**src/rtl/l2s_pkg.sv**
```systemverilog
package l2s_pkg;
  typedef enum logic [1:0] {
    SRC_AUTO  = 2'b00,
    SRC_EXT   = 2'b01,
    SRC_LOCAL = 2'b10,
    SRC_NONE  = 2'b11
  } l2_src_e;
endpackage

```
**src/rtl/l2s_pass_gate.sv**
```systemverilog
// Counts level-1 accepts and fires a candidate on every N-th one.
module l2s_pass_gate #(
  parameter int W = 8
) (
  input  logic         clk,
  input  logic         rst_n,
  input  logic         en,
  input  logic         l1,
  input  logic [W-1:0] limit,
  output logic         fire
);
  localparam logic [W-1:0] ONE = {{(W-1){1'b0}}, 1'b1};

  logic [W-1:0] cnt;
  logic [W-1:0] limit_eff;
  logic [W:0]   nxt;
  logic         reach;

  always_comb begin
    limit_eff = (limit == '0) ? ONE : limit;
    nxt       = {1'b0, cnt} + {1'b0, ONE};
    reach     = nxt >= {1'b0, limit_eff};
    fire      = en && l1 && reach;
  end

  always_ff @(posedge clk) begin
    if (!rst_n) cnt <= '0;
    else if (en && l1) cnt <= reach ? '0 : cnt + ONE;
  end

  // after a candidate the pass counter starts over
  p_pass_clear_r2: assert property (@(posedge clk) disable iff (!rst_n)
    fire |=> (cnt == '0));
endmodule

```
**src/rtl/l2s_downscaler.sv**
```systemverilog
// Releases every (D+1)-th eligible candidate.
module l2s_downscaler #(
  parameter int W = 8
) (
  input  logic         clk,
  input  logic         rst_n,
  input  logic         elig,
  input  logic [W-1:0] ratio,
  output logic         emit
);
  localparam logic [W-1:0] ONE = {{(W-1){1'b0}}, 1'b1};

  logic [W-1:0] cnt;

  assign emit = elig && (cnt >= ratio);

  always_ff @(posedge clk) begin
    if (!rst_n) cnt <= '0;
    else if (elig) cnt <= emit ? '0 : cnt + ONE;
  end

  // no downscaling when the ratio is zero
  p_ds_zero_r3: assert property (@(posedge clk) disable iff (!rst_n)
    (elig && ratio == '0) |-> emit);
endmodule

```
**src/rtl/l2s_diff_counter.sv**
```systemverilog
// Saturating up/down counter of level-1 minus level-2 triggers.
module l2s_diff_counter #(
  parameter int W = 8
) (
  input  logic         clk,
  input  logic         rst_n,
  input  logic         inc,
  input  logic         dec,
  output logic [W-1:0] cnt
);
  localparam logic [W-1:0] ONE = {{(W-1){1'b0}}, 1'b1};
  localparam logic [W-1:0] TOP = {W{1'b1}};

  always_ff @(posedge clk) begin
    if (!rst_n) cnt <= '0;
    else if (inc && !dec && cnt != TOP) cnt <= cnt + ONE;
    else if (dec && !inc && cnt != '0) cnt <= cnt - ONE;
  end

  // simultaneous increment and decrement hold the value
  p_both_hold_r8: assert property (@(posedge clk) disable iff (!rst_n)
    (inc && dec) |=> $stable(cnt));
  // saturation at the top
  p_no_overflow_r7: assert property (@(posedge clk) disable iff (!rst_n)
    (cnt == TOP && inc) |=> (cnt == TOP));
  // saturation at zero
  p_no_underflow_r7: assert property (@(posedge clk) disable iff (!rst_n)
    (cnt == '0 && dec) |=> (cnt == '0));
endmodule

```
**src/rtl/l2_sched.sv**
```systemverilog
module l2_sched #(
  parameter int CNT_W  = 8,
  parameter int NUM_W  = 12,
  parameter int DIFF_W = 8
) (
  input  logic              clk,
  input  logic              rst_n,
  input  logic              l1_accept,
  input  logic              ext_l2,
  input  logic              loc_l2,
  input  logic [1:0]        src_sel,
  input  logic [CNT_W-1:0]  pass_cnt,
  input  logic [CNT_W-1:0]  downscale,
  output logic              l2_trig,
  output logic [NUM_W-1:0]  l2_num,
  output logic [DIFF_W-1:0] diff_cnt,
  output logic              l2_busy
);
  import l2s_pkg::*;

  localparam logic [NUM_W-1:0] NUM_ONE = {{(NUM_W-1){1'b0}}, 1'b1};

  l2_src_e src;
  logic    auto_en;
  logic    auto_fire;
  logic    elig;
  logic    emit;

  assign src     = l2_src_e'(src_sel);
  assign auto_en = (src == SRC_AUTO);

  l2s_pass_gate #(.W(CNT_W)) u_pass (
    .clk   (clk),
    .rst_n (rst_n),
    .en    (auto_en),
    .l1    (l1_accept),
    .limit (pass_cnt),
    .fire  (auto_fire)
  );

  always_comb begin
    unique case (src)
      SRC_AUTO:  elig = auto_fire;
      SRC_EXT:   elig = ext_l2;
      SRC_LOCAL: elig = loc_l2;
      default:   elig = 1'b0;
    endcase
  end

  l2s_downscaler #(.W(CNT_W)) u_ds (
    .clk   (clk),
    .rst_n (rst_n),
    .elig  (elig),
    .ratio (downscale),
    .emit  (emit)
  );

  l2s_diff_counter #(.W(DIFF_W)) u_diff (
    .clk   (clk),
    .rst_n (rst_n),
    .inc   (l1_accept),
    .dec   (emit),
    .cnt   (diff_cnt)
  );

  always_ff @(posedge clk) begin
    if (!rst_n) begin
      l2_trig <= 1'b0;
      l2_num  <= '0;
    end else begin
      l2_trig <= emit;
      if (emit) l2_num <= l2_num + NUM_ONE;
    end
  end

  assign l2_busy = (diff_cnt != '0);

  // the number steps with each strobe
  p_num_step_r5: assert property (@(posedge clk) disable iff (!rst_n)
    l2_trig |-> (l2_num == $past(l2_num) + NUM_ONE));
  // the number holds between strobes
  p_num_hold_r5: assert property (@(posedge clk) disable iff (!rst_n)
    !l2_trig |-> $stable(l2_num));
  // the unused source code never yields a trigger
  p_none_src_r1: assert property (@(posedge clk) disable iff (!rst_n)
    (src_sel == 2'b11) |=> !l2_trig);
  // an unmatched level-1 accept leaves the block busy
  p_busy_r9: assert property (@(posedge clk) disable iff (!rst_n)
    (l1_accept && !emit) |=> l2_busy);
endmodule

```
**config.mk**
```make
export PLATFORM = sky130hd
export DESIGN_NAME = l2_sched
export DESIGN_NICKNAME = d
export VERILOG_FILES = /design/src/rtl/l2s_pkg.sv /design/src/rtl/l2s_pass_gate.sv /design/src/rtl/l2s_downscaler.sv /design/src/rtl/l2s_diff_counter.sv /design/src/rtl/l2_sched.sv
export SDC_FILE = /design/constraint.sdc
export NUM_CORES = 1
export LEC_CHECK = 0
export CAP_MARGIN = 20
export CORE_ASPECT_RATIO = 1.1
export CORE_MARGIN = 1.5
export CORE_UTILIZATION = 55
export DETAILED_ROUTE_END_ITERATION = 8
export PLACE_DENSITY = 0.88
export SYNTH_ARGS = -nofsm -noshare
export SYNTH_HDL_FRONTEND = slang
export SYNTH_SLANG_ARGS = --single-unit
```
**constraint.sdc**
```tcl
create_clock -name clk -period 8.9 [get_ports clk]
set_input_delay 0.89 -clock clk [delete_from_list [all_inputs] [get_ports clk]]
set_output_delay 0.89 -clock clk [all_outputs]
set_load 0.02 [all_outputs]
```
==> key figures, run 1 <==
Outcome
  – Status: completed

Placement
  – GP Congestion: 0.847
  – # port buffers: 44
  – Placement Cell Area: 0.00289 sq mm
  – Dpl cells: 381
  – Dpl hpwl: 3680 um

GRT
  – GR Overflow Total: 0
  – Vias in the first global route: 1981
  – Initial antenna violation count: 0
  – First-pass GRT wire length: 8310 um
  – Global-route total usage across every layer: 0.221
  – Largest net degree at the start of global routing: 24

Logic synthesis
  – Mapped Avg Cell Area: 8.33 sq um
  – Mapped Nets: 338
  – Synth cell types: 46
  – Seq/Total Area, Yosys: 0.308
  – YS warnings: 0
  – Syn Inst Count: 289
  – Flops & latches, synth: 37
  – Mapped Area: 0.00241 sq mm

Clock tree
  – CTS tree: built
  – Clock sink total: 37
  – H-tree Lvls: 2
  – Clk slew on worst S/H paths: 0.08 ns
  – Clk buf depth: 2
  – CTS resizes: 0
  – CTS buffer count: 5
  – Post-CTS Setup Bufs: 0
  – Post-CTS Hold Buffers: 0
  – Clock latency on the worst-skew pair: 0.29 ns
  – Root buf cell: clkbuf_8

Timing
  – Setup TNS: 0 ns
  – RSZ-0062 raised after global routing: false
  – Final Skew: 0.0105 ns
  – Slew Limit Fails: 0
  – Period utilization: 0.541
  – Slew HR: 0.482
  – Min cycle time layout: 4.82 ns
  – Fmax: 208 MHz
  – Final setup fails: 0
  – Hold_ws: 0.475 ns
  – Least-Margin Pin Slew: 0.775 ns
  – Hold Fails Final Rpt: 0

Power and ir drop
  – Leakage: 1.30 nW
  – Total power: 0.426 mW
  – Pwr per Cell Area: 142 mW/mm^2
  – Maximum VDD drop: 67.6 uV

Layout
  – Diode count: 0
  – Sequential Area: 741 sq um
  – Layout fillers: 350
  – Nets: 383
  – Commonest non-fill, non-tap cell in the layout: clkdlybuf4s50_1
  – Share of layout cells above drive strength 1: 0.0507
  – Multi-input combinational cell area: 0.00155 sq mm
  – Final Non-Filler Cells: 389
  – Area Overhead vs Synth: 24.5%
  – Design Area, Final: 0.00300 sq mm
  – Commonest non-fill, non-tap cells in the layout: clkdlybuf4s50_1, dfxtp_1, nand2_1

Worst setup path
  – CP startpoint: pass_cnt[5]
  – Worst Path Required: 9.07 ns
  – Worst R2R Start: u_pass.cnt[0]
  – WS Path Type: primary input to register
  – R2r setup slk: 4.22 ns
  – Setup crit start kind: primary input
  – CP arrival: 4.99 ns
  – Worst setup EP type: register
  – Critical path peak fanout: 16

Min path
  – Worst hold path startpoint: l2_num[11]
  – Hold Crit Class: register to register

Detailed routing
  – Via count: 2145
  – Initial drt markers: 142
  – Wire per inst: 12.9 um
  – DRC viols: 0
  – DR pass1 iterations: 4
  – Final antenna-violating net count: 0
  – Via/cell ratio: 5.51
  – Final wirelength: 5020 um

Floorplanning
  – Number of core rows: 25
  – Initial Utilization: 0.566
  – Ports: 45
  – Die area: 0.00478 sq mm
  – Core Box Area: 0.00425 sq mm
  – Chip Height: 72.4 um
  – Die X: 66.1 um

Job
  – Maximum capacitance violations: 0
-- flip-flops by register name (all words and copies together), names as in the netlist --
signal,flops
l2_trig,1
u_pass.cnt,8
l2_num,12
u_diff.cnt,8
u_ds.cnt,8
-- cells by family (layout without fill, tap and decap cells) --
kind of cell | count (synthesis) | in the layout | share of synthesized area
multiplexers | 9 | 9 | 0.0374
AO/OA/AOI/OAI | 50 | 50 | 0.140
buffers and inverters | 28 | 74 | 0.0463
flip-flops | 37 | 37 | 0.308
AND/OR/NAND/NOR | 112 | 112 | 0.232
XOR/XNOR | 27 | 27 | 0.0983
adder cells (fa/ha/maj) | 26 | 26 | 0.138
-- worst max-delay path: stages --
cell             delay, ns
clkdlybuf4s50_1       0.42
nor4_1                0.30
a41o_1                0.21
ha_1                  0.22
nor2b_1               0.12
o21ai_0               0.09
a21oi_1               0.29
o21ai_4               0.21
a21oi_1               0.34
inv_1                 0.22
ha_1                  0.32
a21o_1                0.19
a211oi_1              0.22
nor2_1                0.10
o41ai_1               0.34
and4_1                0.26
o21ai_0               0.09
nor3b_1               0.14
-- power by group --
group	internal, mW	switching [mW]
Sequential	0.172	0.00976
Combinational	0.0485	0.0491
Clock	0.0841	0.0617
Total	0.305	0.121
-- metrics by stage --
stage	utilization	worst slack, ns
3_5_place_dp	0.678	3.79
4_1_cts	0.704	4.07
5_1_grt	0.704	3.79
3_3_place_gp	0.678	3.96
6_report	0.704	4.08
2_1_floorplan	-	4.72
-- cells in the mapped netlist (all sizes together) --
master | number | share of area
a2111o | 1 | 0.0047
a211oi | 2 | 0.0062
a21o | 3 | 0.0094
a21oi | 19 | 0.046
a31oi | 1 | 0.0026
a41o | 2 | 0.0083
and2 | 4 | 0.011
and3 | 5 | 0.014
and4 | 1 | 0.0036
buf | 3 | 0.0073
clkbuf | 3 | 0.0047
dfxtp | 37 | 0.31
fa | 1 | 0.0083
ha | 25 | 0.13
inv | 22 | 0.034
mux2i | 9 | 0.037
nand2 | 36 | 0.057
nand2b | 4 | 0.010
nand3 | 7 | 0.015
nand3b | 1 | 0.0031
nand4 | 9 | 0.030
nor2 | 28 | 0.044
nor2b | 2 | 0.0052
nor3 | 2 | 0.0042
nor3b | 1 | 0.0031
nor4 | 4 | 0.010
o21ai | 14 | 0.035
o21bai | 1 | 0.0031
o311ai | 2 | 0.0073
o31ai | 2 | 0.0062
o41ai | 3 | 0.011
or2 | 2 | 0.0052
or3 | 4 | 0.010
or4 | 2 | 0.0062
xnor2 | 10 | 0.036
xor2 | 17 | 0.062
-- routing by layer --
layer,vias to the layer above,track usage,share of wire
met3,7,0.0450,0.030
met1,999,0.259,0.44
met2,37,0.395,0.52
met4,0,0.0839,0.015
li1,1102,-,-
met5,-,0,0
-- area by class of cell --
cell class                      count  area share
Multi-Input combinational cell    224       0.519
Sequential cell                    37       0.247
Timing Repair Buffer               44       0.147
Inverter                           22      0.0276
Clock buffer                        6      0.0242
Tap cell                           54      0.0225
Clock inverter                      2      0.0129
-- final timing paths --
kind	end	depth (start not counted)
worst max-delay path	u_diff.cnt[7]	18
worst min-delay path	l2_num[11]	2
worst max register to register	u_diff.cnt[7]	19
worst min register to register	l2_num[11]	2
Power figures use the tool's default switching activity.
==> run 2: changes to the inputs <==
Settings changed: CORE_UTILIZATION 55 to 52, PLACE_DENSITY 0.88 to 0.84.
Clock period 8.9 ns to 4.6 ns, I/O delays scaled along.
==> run 2 against run 1 <==
Effect of this change: sequential cell count unchanged; largest cell class unchanged; wire length grew 2.4%; largest power group unchanged; sequential power grew 93%; critical path depth up 1; highest routed layer unchanged.
==> key figures, run 2 (synthesis gave the netlist of run 1 again) <==
Worst setup path
  – Critical path's slowest cell: dfxtp_1 (was clkdlybuf4s50_1)
  – Critical path peak fanout: 7 (was 16)
  – Worst setup EP type: register (unchanged)
  – CP arrival: 4.45 ns (was 4.99 ns)
  – Setup crit start kind: register (was primary input)
  – Worst Path Required: 4.77 ns (was 9.07 ns)
  – WS Path Type: register to register (was primary input to register)
  – Cell mode on critical path: ha_1
  – Crit-path max cell delay: 0.37 ns (was 0.42 ns)
  – Critical Path, Cell by Cell: ha_1 -> and3_2 -> and3_1 -> xor2_1 -> ha_1 -> a21oi_1 -> o21ai_0 -> a21oi_2 -> o21ai_4 -> a21oi_2 -> inv_1 -> ha_1 -> a21o_1 -> a211oi_1 -> nor2_1 -> o41ai_1 -> and4_1 -> o21ai_0 -> nor3b_1 (was clkdlybuf4s50_1 -> nor4_1 -> a41o_1 -> ha_1 -> nor2b_1 -> o21ai_0 -> a21oi_1 -> o21ai_4 -> a21oi_1 -> inv_1 -> ha_1 -> a21o_1 -> a211oi_1 -> nor2_1 -> o41ai_1 -> and4_1 -> o21ai_0 -> nor3b_1)

Floorplanning
  – Number of core rows: 25 (unchanged)
  – Ports: 45 (unchanged)
  – Die X: 67.9 um (was 66.1 um)
  – Die area: 0.00504 sq mm (was 0.00478 sq mm)
  – Initial Utilization: 0.549 (was 0.566)
  – Chip Height: 74.3 um (was 72.4 um)
  – Core Box Area: 0.00438 sq mm (was 0.00425 sq mm)

Layout
  – Commonest non-fill, non-tap cell in the layout: clkdlybuf4s50_1 (unchanged)
  – End-of-flow core utilization: 0.685 (was 0.704)
  – Layout fillers: 361 (was 350)
  – Largest Register: l2_num (unchanged)
  – Diode count: 0 (unchanged)
  – Area Overhead vs Synth: 24.6% (was 24.5%)
  – Share of layout cells above drive strength 1: 0.0653 (was 0.0507)
  – Final Non-Filler Cells: 391 (was 389)
  – Design Area, Final: 0.00300 sq mm (about the same)
  – Sequential Area: 741 sq um (unchanged)
  – Nets: 385 (was 383)
  – Multi-input combinational cell area: 0.00156 sq mm (was 0.00155 sq mm)
  – Commonest non-fill, non-tap cells in the layout: clkdlybuf4s50_1, dfxtp_1, nand2_1 (unchanged)
  – Max reg flops: 12 (unchanged)

Clock tree
  – Clock latency on the worst-skew pair: 0.30 ns (was 0.29 ns)
  – CTS tree: built (unchanged)
  – Post-CTS Setup Bufs: 0 (unchanged)
  – Clk slew on worst S/H paths: 0.08 ns (about the same)
  – Root buf cell: clkbuf_8 (unchanged)
  – Clk buf depth: 2 (unchanged)
  – CTS buffer count: 5 (unchanged)
  – Clock sink total: 37 (unchanged)
  – H-tree Lvls: 2 (unchanged)

Timing
  – Slew HR: 0.469 (was 0.482)
  – Hold Fails Final Rpt: 0 (unchanged)
  – Fmax: 234 MHz
  – Final setup fails: 0 (unchanged)
  – Min cycle time layout: 4.28 ns
  – Least-Margin Pin Slew: 0.794 ns (was 0.775 ns)
  – Hold_ws: 0.493 ns (was 0.475 ns)
  – Period utilization: 0.930
  – Slew Limit Fails: 0 (unchanged)
  – RSZ-0062 raised after global routing: false (unchanged)
  – Final Skew: 0.00908 ns (was 0.0105 ns)
  – Final Worst Setup Slack: 0.323 ns (was 4.08 ns)
  – Setup TNS: 0 ns (unchanged)

GRT
  – First-pass GRT wire length: 8650 um (was 8310 um)
  – Vias in the first global route: 2051 (was 1981)
  – GR Overflow Total: 0 (unchanged)
  – Largest net degree at the start of global routing: 24 (unchanged)
  – Global-route total usage across every layer: 0.220 (was 0.221)
  – Initial antenna violation count: 0 (unchanged)

Min path
  – Hold Crit Class: register to register (unchanged)

Placement
  – Placement Cell Area: 0.00290 sq mm (was 0.00289 sq mm)
  – Setup slack at placement: 0.0742 ns (was 3.79 ns)
  – # port buffers: 44 (unchanged)
  – Dpl hpwl: 3890 um (was 3680 um)
  – GP Congestion: 0.838 (was 0.847)
  – Dpl cells: 383 (was 381)

Outcome
  – Status: completed (unchanged)

Detailed routing
  – Final wirelength: 5140 um (was 5020 um)
  – Wire per inst: 13.2 um (was 12.9 um)
  – DR pass1 iterations: 4 (unchanged)
  – Final antenna-violating net count: 0 (unchanged)
  – DRC viols: 0 (unchanged)
  – Via count: 2175 (was 2145)
  – Via/cell ratio: 5.56 (was 5.51)
  – Initial drt markers: 114 (was 142)

Power and ir drop
  – Maximum VDD drop: 182 uV (was 67.6 uV)
  – Total power: 0.778 mW (was 0.426 mW)
  – Pwr per Cell Area: 260 mW/mm^2 (was 142 mW/mm^2)
  – Leakage: 1.30 nW (about the same)

Job
  – Maximum capacitance violations: 0 (unchanged)
## run 2: cell count changes in the layout (fill, tap and decap cells not counted), sizes merged
| cell | previous run | this run |
|---|---|---|
| buf | 0 | 2 |
| bufinv | 1 | 0 |
| clkbuf | 6 | 5 |
| clkinv | 1 | 3 |
## run 2: power by group
part / switching, mW / leakage, nW / internal, mW
clock network: 0.127 / 0.0481 / 0.107
registers: 0.0189 / 0.300 / 0.333
logic: 0.0973 / 0.956 / 0.0945
total: 0.243 / 1.30 / 0.535
## run 2: area by class of cell
class                      count  area share
sequential                    37       0.247
clock buffer                   5      0.0229
clock inverter                 3     0.00751
tap                           54      0.0225
timing repair buffer          46       0.152
multi-input combinational    224       0.521
inverter                      22      0.0275
## run 2: layer usage
layer | up-vias | track usage | share of wire
met3 | 8 | 0.0454 | 0.038
li1 | 1101 | - | -
met1 | 1017 | 0.268 | 0.46
met4 | 0 | 0.0822 | 0.012
met2 | 49 | 0.381 | 0.49
met5 | - | 0 | 0
## run 2: worst paths after layout
kind,slack (ns),cells after the start,to,from
max,0.32,19,u_diff.cnt[7],u_pass.cnt[0]
min,0.49,2,l2_num[11],l2_num[11]
max reg2reg,0.32,19,u_diff.cnt[7],u_pass.cnt[0]
min reg2reg,0.49,2,l2_num[11],l2_num[11]
## run 2: worst max-delay path: cells and delay by family (launching register included)
family | cells | cell delay [ns]
compound gates | 9 | 1.63
xor+xnor | 1 | 0.14
fa+ha+maj | 3 | 0.86
buf+inv | 1 | 0.18
flops | 1 | 0.37
simple gates | 5 | 0.95
## run 2: what timing repair did
| action | 4_1_cts | 5_1_grt |
|---|---|---|
| resized for setup | 0 | 2 |
| hold endpoints to repair | 0 | 0 |
| endpoints found under the setup margin | 0 | 1 |
| hold buffers | 0 | 0 |
==> run 3: changes to the inputs <==
Settings changed: CAP_MARGIN 20 to not set, PLACE_DENSITY 0.84 to 0.8.
==> run 3 against run 2 <==
Effect of this change: power shrank 0.92%; critical endpoint unchanged; sequential share of layout area about the same; via count shrank 1.8%; first-iteration DRC count shrank 14%; sequential power barely moved; fmax down 1.2%; clock skew down 0.0050 ns; worst hold slack got worse by 0.022 ns; critical path type unchanged.
==> key figures, run 3 (synthesis gave the netlist of run 1 again) <==
Outcome
  – Status: completed (unchanged)

Worst setup path
  – Critical Path, Cell by Cell: ha_1 -> and3_2 -> and3_1 -> xor2_1 -> ha_1 -> a21oi_1 -> o21ai_0 -> a21oi_1 -> o21ai_4 -> a21oi_1 -> inv_1 -> ha_1 -> a21o_1 -> a211oi_1 -> nor2_1 -> o41ai_1 -> and4_1 -> o21ai_0 -> nor3b_1 (was ha_1 -> and3_2 -> and3_1 -> xor2_1 -> ha_1 -> a21oi_1 -> o21ai_0 -> a21oi_2 -> o21ai_4 -> a21oi_2 -> inv_1 -> ha_1 -> a21o_1 -> a211oi_1 -> nor2_1 -> o41ai_1 -> and4_1 -> o21ai_0 -> nor3b_1)
  – Worst Path Required: 4.77 ns (about the same)
  – Worst R2R Start: u_pass.cnt[0] (unchanged)
  – Critical path peak fanout: 7 (unchanged)
  – Worst setup EP type: register (unchanged)
  – Crit-path max cell delay: 0.35 ns (was 0.37 ns)
  – R2r setup slk: 0.27 ns (was 0.32 ns)
  – Critical path's slowest cell: dfxtp_1 (unchanged)
  – Worst Reg-to-Reg Cells: 19 (unchanged)
  – Worst r2r dst: u_diff.cnt[7] (unchanged)
  – WS Path Type: register to register (unchanged)
  – CP arrival: 4.50 ns (was 4.45 ns)
  – Setup crit start kind: register (unchanged)

Detailed routing
  – Wire per inst: 12.5 um (was 13.2 um)
  – Initial drt markers: 98 (was 114)
  – Final antenna-violating net count: 0 (unchanged)
  – Via/cell ratio: 5.45 (was 5.56)
  – DR pass1 iterations: 4 (unchanged)
  – DRC viols: 0 (unchanged)
  – Final wirelength: 4890 um (was 5140 um)
  – Via count: 2136 (was 2175)

Clock tree
  – Root buf cell: clkbuf_8 (unchanged)
  – CTS resizes: 0 (unchanged)
  – CTS buffer count: 5 (unchanged)
  – Clock latency on the worst-skew pair: 0.30 ns (about the same)
  – H-tree Lvls: 2 (unchanged)
  – Post-CTS Hold Buffers: 0 (unchanged)
  – CTS tree: built (unchanged)
  – Clk buf depth: 2 (unchanged)
  – Clk slew on worst S/H paths: 0.07 ns (was 0.08 ns)
  – Clock sink total: 37 (unchanged)
  – Post-CTS Setup Bufs: 0 (unchanged)

Floorplanning
  – Die area: 0.00504 sq mm (unchanged)
  – Number of core rows: 25 (unchanged)
  – Initial Utilization: 0.549 (unchanged)
  – Ports: 45 (unchanged)
  – Chip Height: 74.3 um (unchanged)
  – Core Box Area: 0.00438 sq mm (unchanged)
  – Die X: 67.9 um (unchanged)

Layout
  – Layout fillers: 385 (was 361)
  – Multi-input combinational cell area: 0.00155 sq mm (was 0.00156 sq mm)
  – Area Overhead vs Synth: 24.5% (was 24.6%)
  – Max reg flops: 12 (unchanged)
  – Share of layout cells above drive strength 1: 0.0592 (was 0.0653)
  – Nets: 386 (was 385)
  – Diode count: 0 (unchanged)
  – Largest Register: l2_num (unchanged)
  – Sequential Area: 741 sq um (unchanged)
  – Commonest non-fill, non-tap cell in the layout: clkdlybuf4s50_1 (unchanged)
  – Commonest non-fill, non-tap cells in the layout: clkdlybuf4s50_1, dfxtp_1, nand2_1 (unchanged)
  – Final Non-Filler Cells: 392 (was 391)

Timing
  – Setup TNS: 0 ns (unchanged)
  – Least-Margin Pin Slew: 0.803 ns (was 0.794 ns)
  – Slew Limit Fails: 0 (unchanged)
  – Final Skew: 0.00412 ns (was 0.00908 ns)
  – Fmax: 231 MHz (was 234 MHz)
  – RSZ-0062 raised after global routing: false (unchanged)
  – Period utilization: 0.941 (was 0.930)
  – Slew HR: 0.463 (was 0.469)
  – Final setup fails: 0 (unchanged)
  – Min cycle time layout: 4.33 ns (was 4.28 ns)
  – Hold Fails Final Rpt: 0 (unchanged)

Power and ir drop
  – Pint: 0.535 mW (about the same)
  – Leakage: 1.30 nW (about the same)
  – Comb pwr share: 0.248 (was 0.247)
  – Switch Pwr: 0.236 mW (was 0.243 mW)
  – Maximum VDD drop: 237 uV (was 182 uV)
  – Pwr per Cell Area: 257 mW/mm^2 (was 260 mW/mm^2)
  – Clock Power Share: 0.296 (was 0.301)
  – Sequential share of power: 0.455 (was 0.452)
  – Sw Share: 0.306 (was 0.312)

Min path
  – Min-Delay Endpoint: l2_num[11] (unchanged)
  – Hold depth: 2 (unchanged)
  – Hold Crit Class: register to register (unchanged)
  – Worst hold path startpoint: l2_num[11] (unchanged)

Job
  – Maximum capacitance violations: 0 (unchanged)

Placement
  – # port buffers: 44 (unchanged)
  – GP Congestion: 0.868 (was 0.838)
  – Dpl hpwl: 3700 um (was 3890 um)
  – Dpl cells: 384 (was 383)

GRT
  – First-pass GRT wire length: 8220 um (was 8650 um)
  – GR Overflow Total: 0 (unchanged)
  – Initial antenna violation count: 0 (unchanged)
  – Global-route total usage across every layer: 0.213 (was 0.220)
  – Largest net degree at the start of global routing: 24 (unchanged)
  – Vias in the first global route: 1903 (was 2051)
[run 3: changes by cell type in the layout (fill, tap and decap cells not counted), sizes merged]
cell | before | now
clkbuf | 5 | 6
clkinv | 3 | 0
buf | 2 | 3
clkinvlp | 0 | 2
[run 3: worst max path at each step]
stage | cells after the start | start | to | slack (ns)
floorplan | 19 | u_pass.cnt[0] | u_diff.cnt[7] | 0.51
finish | 19 | u_pass.cnt[0] | u_diff.cnt[7] | 0.27
global route | 19 | u_pass.cnt[0] | u_diff.cnt[7] | 0.01
CTS | 19 | u_pass.cnt[0] | u_diff.cnt[7] | 0.33
detailed placement | 18 | pass_cnt[5] | u_diff.cnt[7] | 0.22
global placement | 18 | pass_cnt[5] | u_diff.cnt[7] | 0.37
[run 3: power groups by stage]
stage / sequential (mW) / combinational (mW) / clock (mW)
6_report: 0.351 / 0.191 / 0.229
5_1_grt: 0.354 / 0.213 / 0.243
4_1_cts: 0.352 / 0.192 / 0.234
3_5_place_dp: 0.359 / 0.191 / 0
3_3_place_gp: 0.359 / 0.187 / 0
2_1_floorplan: 0.369 / 0.109 / 0
[run 3: final cells by class]
class | count | area share
clock buffer | 6 | 0.0242
clock inverter | 2 | 0.00501
sequential | 37 | 0.247
timing repair buffer | 47 | 0.155
inverter | 22 | 0.0276
tap | 54 | 0.0226
multi-input combinational | 224 | 0.519
[run 3: worst max-delay path, delay by kind of cell (launching register included)]
| family | cells | cell delay [ns] |
|---|---|---|
| adders and majority gates | 3 | 0.87 |
| AOI/OAI and AO/OA | 9 | 1.70 |
| xor gates and xnor gates | 1 | 0.15 |
| buffers and inverters | 1 | 0.18 |
| DFF | 1 | 0.35 |
| and+or+nand+nor | 5 | 0.96 |
[run 3: per-stage QoR]
| step | power, mW | hold WS (ns) | area (sq um) | utilization | setup WS (ns) |
|---|---|---|---|---|---|
| floorplan | 0.478 | 0.454 | 2410 | - | 0.512 |
| global placement | 0.545 | 0.454 | 2910 | 0.664 | 0.373 |
| detailed placement | 0.549 | 0.467 | 2910 | 0.664 | 0.221 |
| CTS | 0.777 | 0.477 | 3000 | 0.684 | 0.330 |
| global route | 0.810 | 0.497 | 3000 | 0.684 | 0.0101 |
| finish | 0.771 | 0.472 | 3000 | 0.684 | 0.273 |
[run 3: per-layer routing]
metal / GRT usage / wire length [um]
met1: 0.272 / 2340
met2: 0.355 / 2250
met3: 0.0348 / 241
met4: 0.0933 / 60
met5: 0 / 0
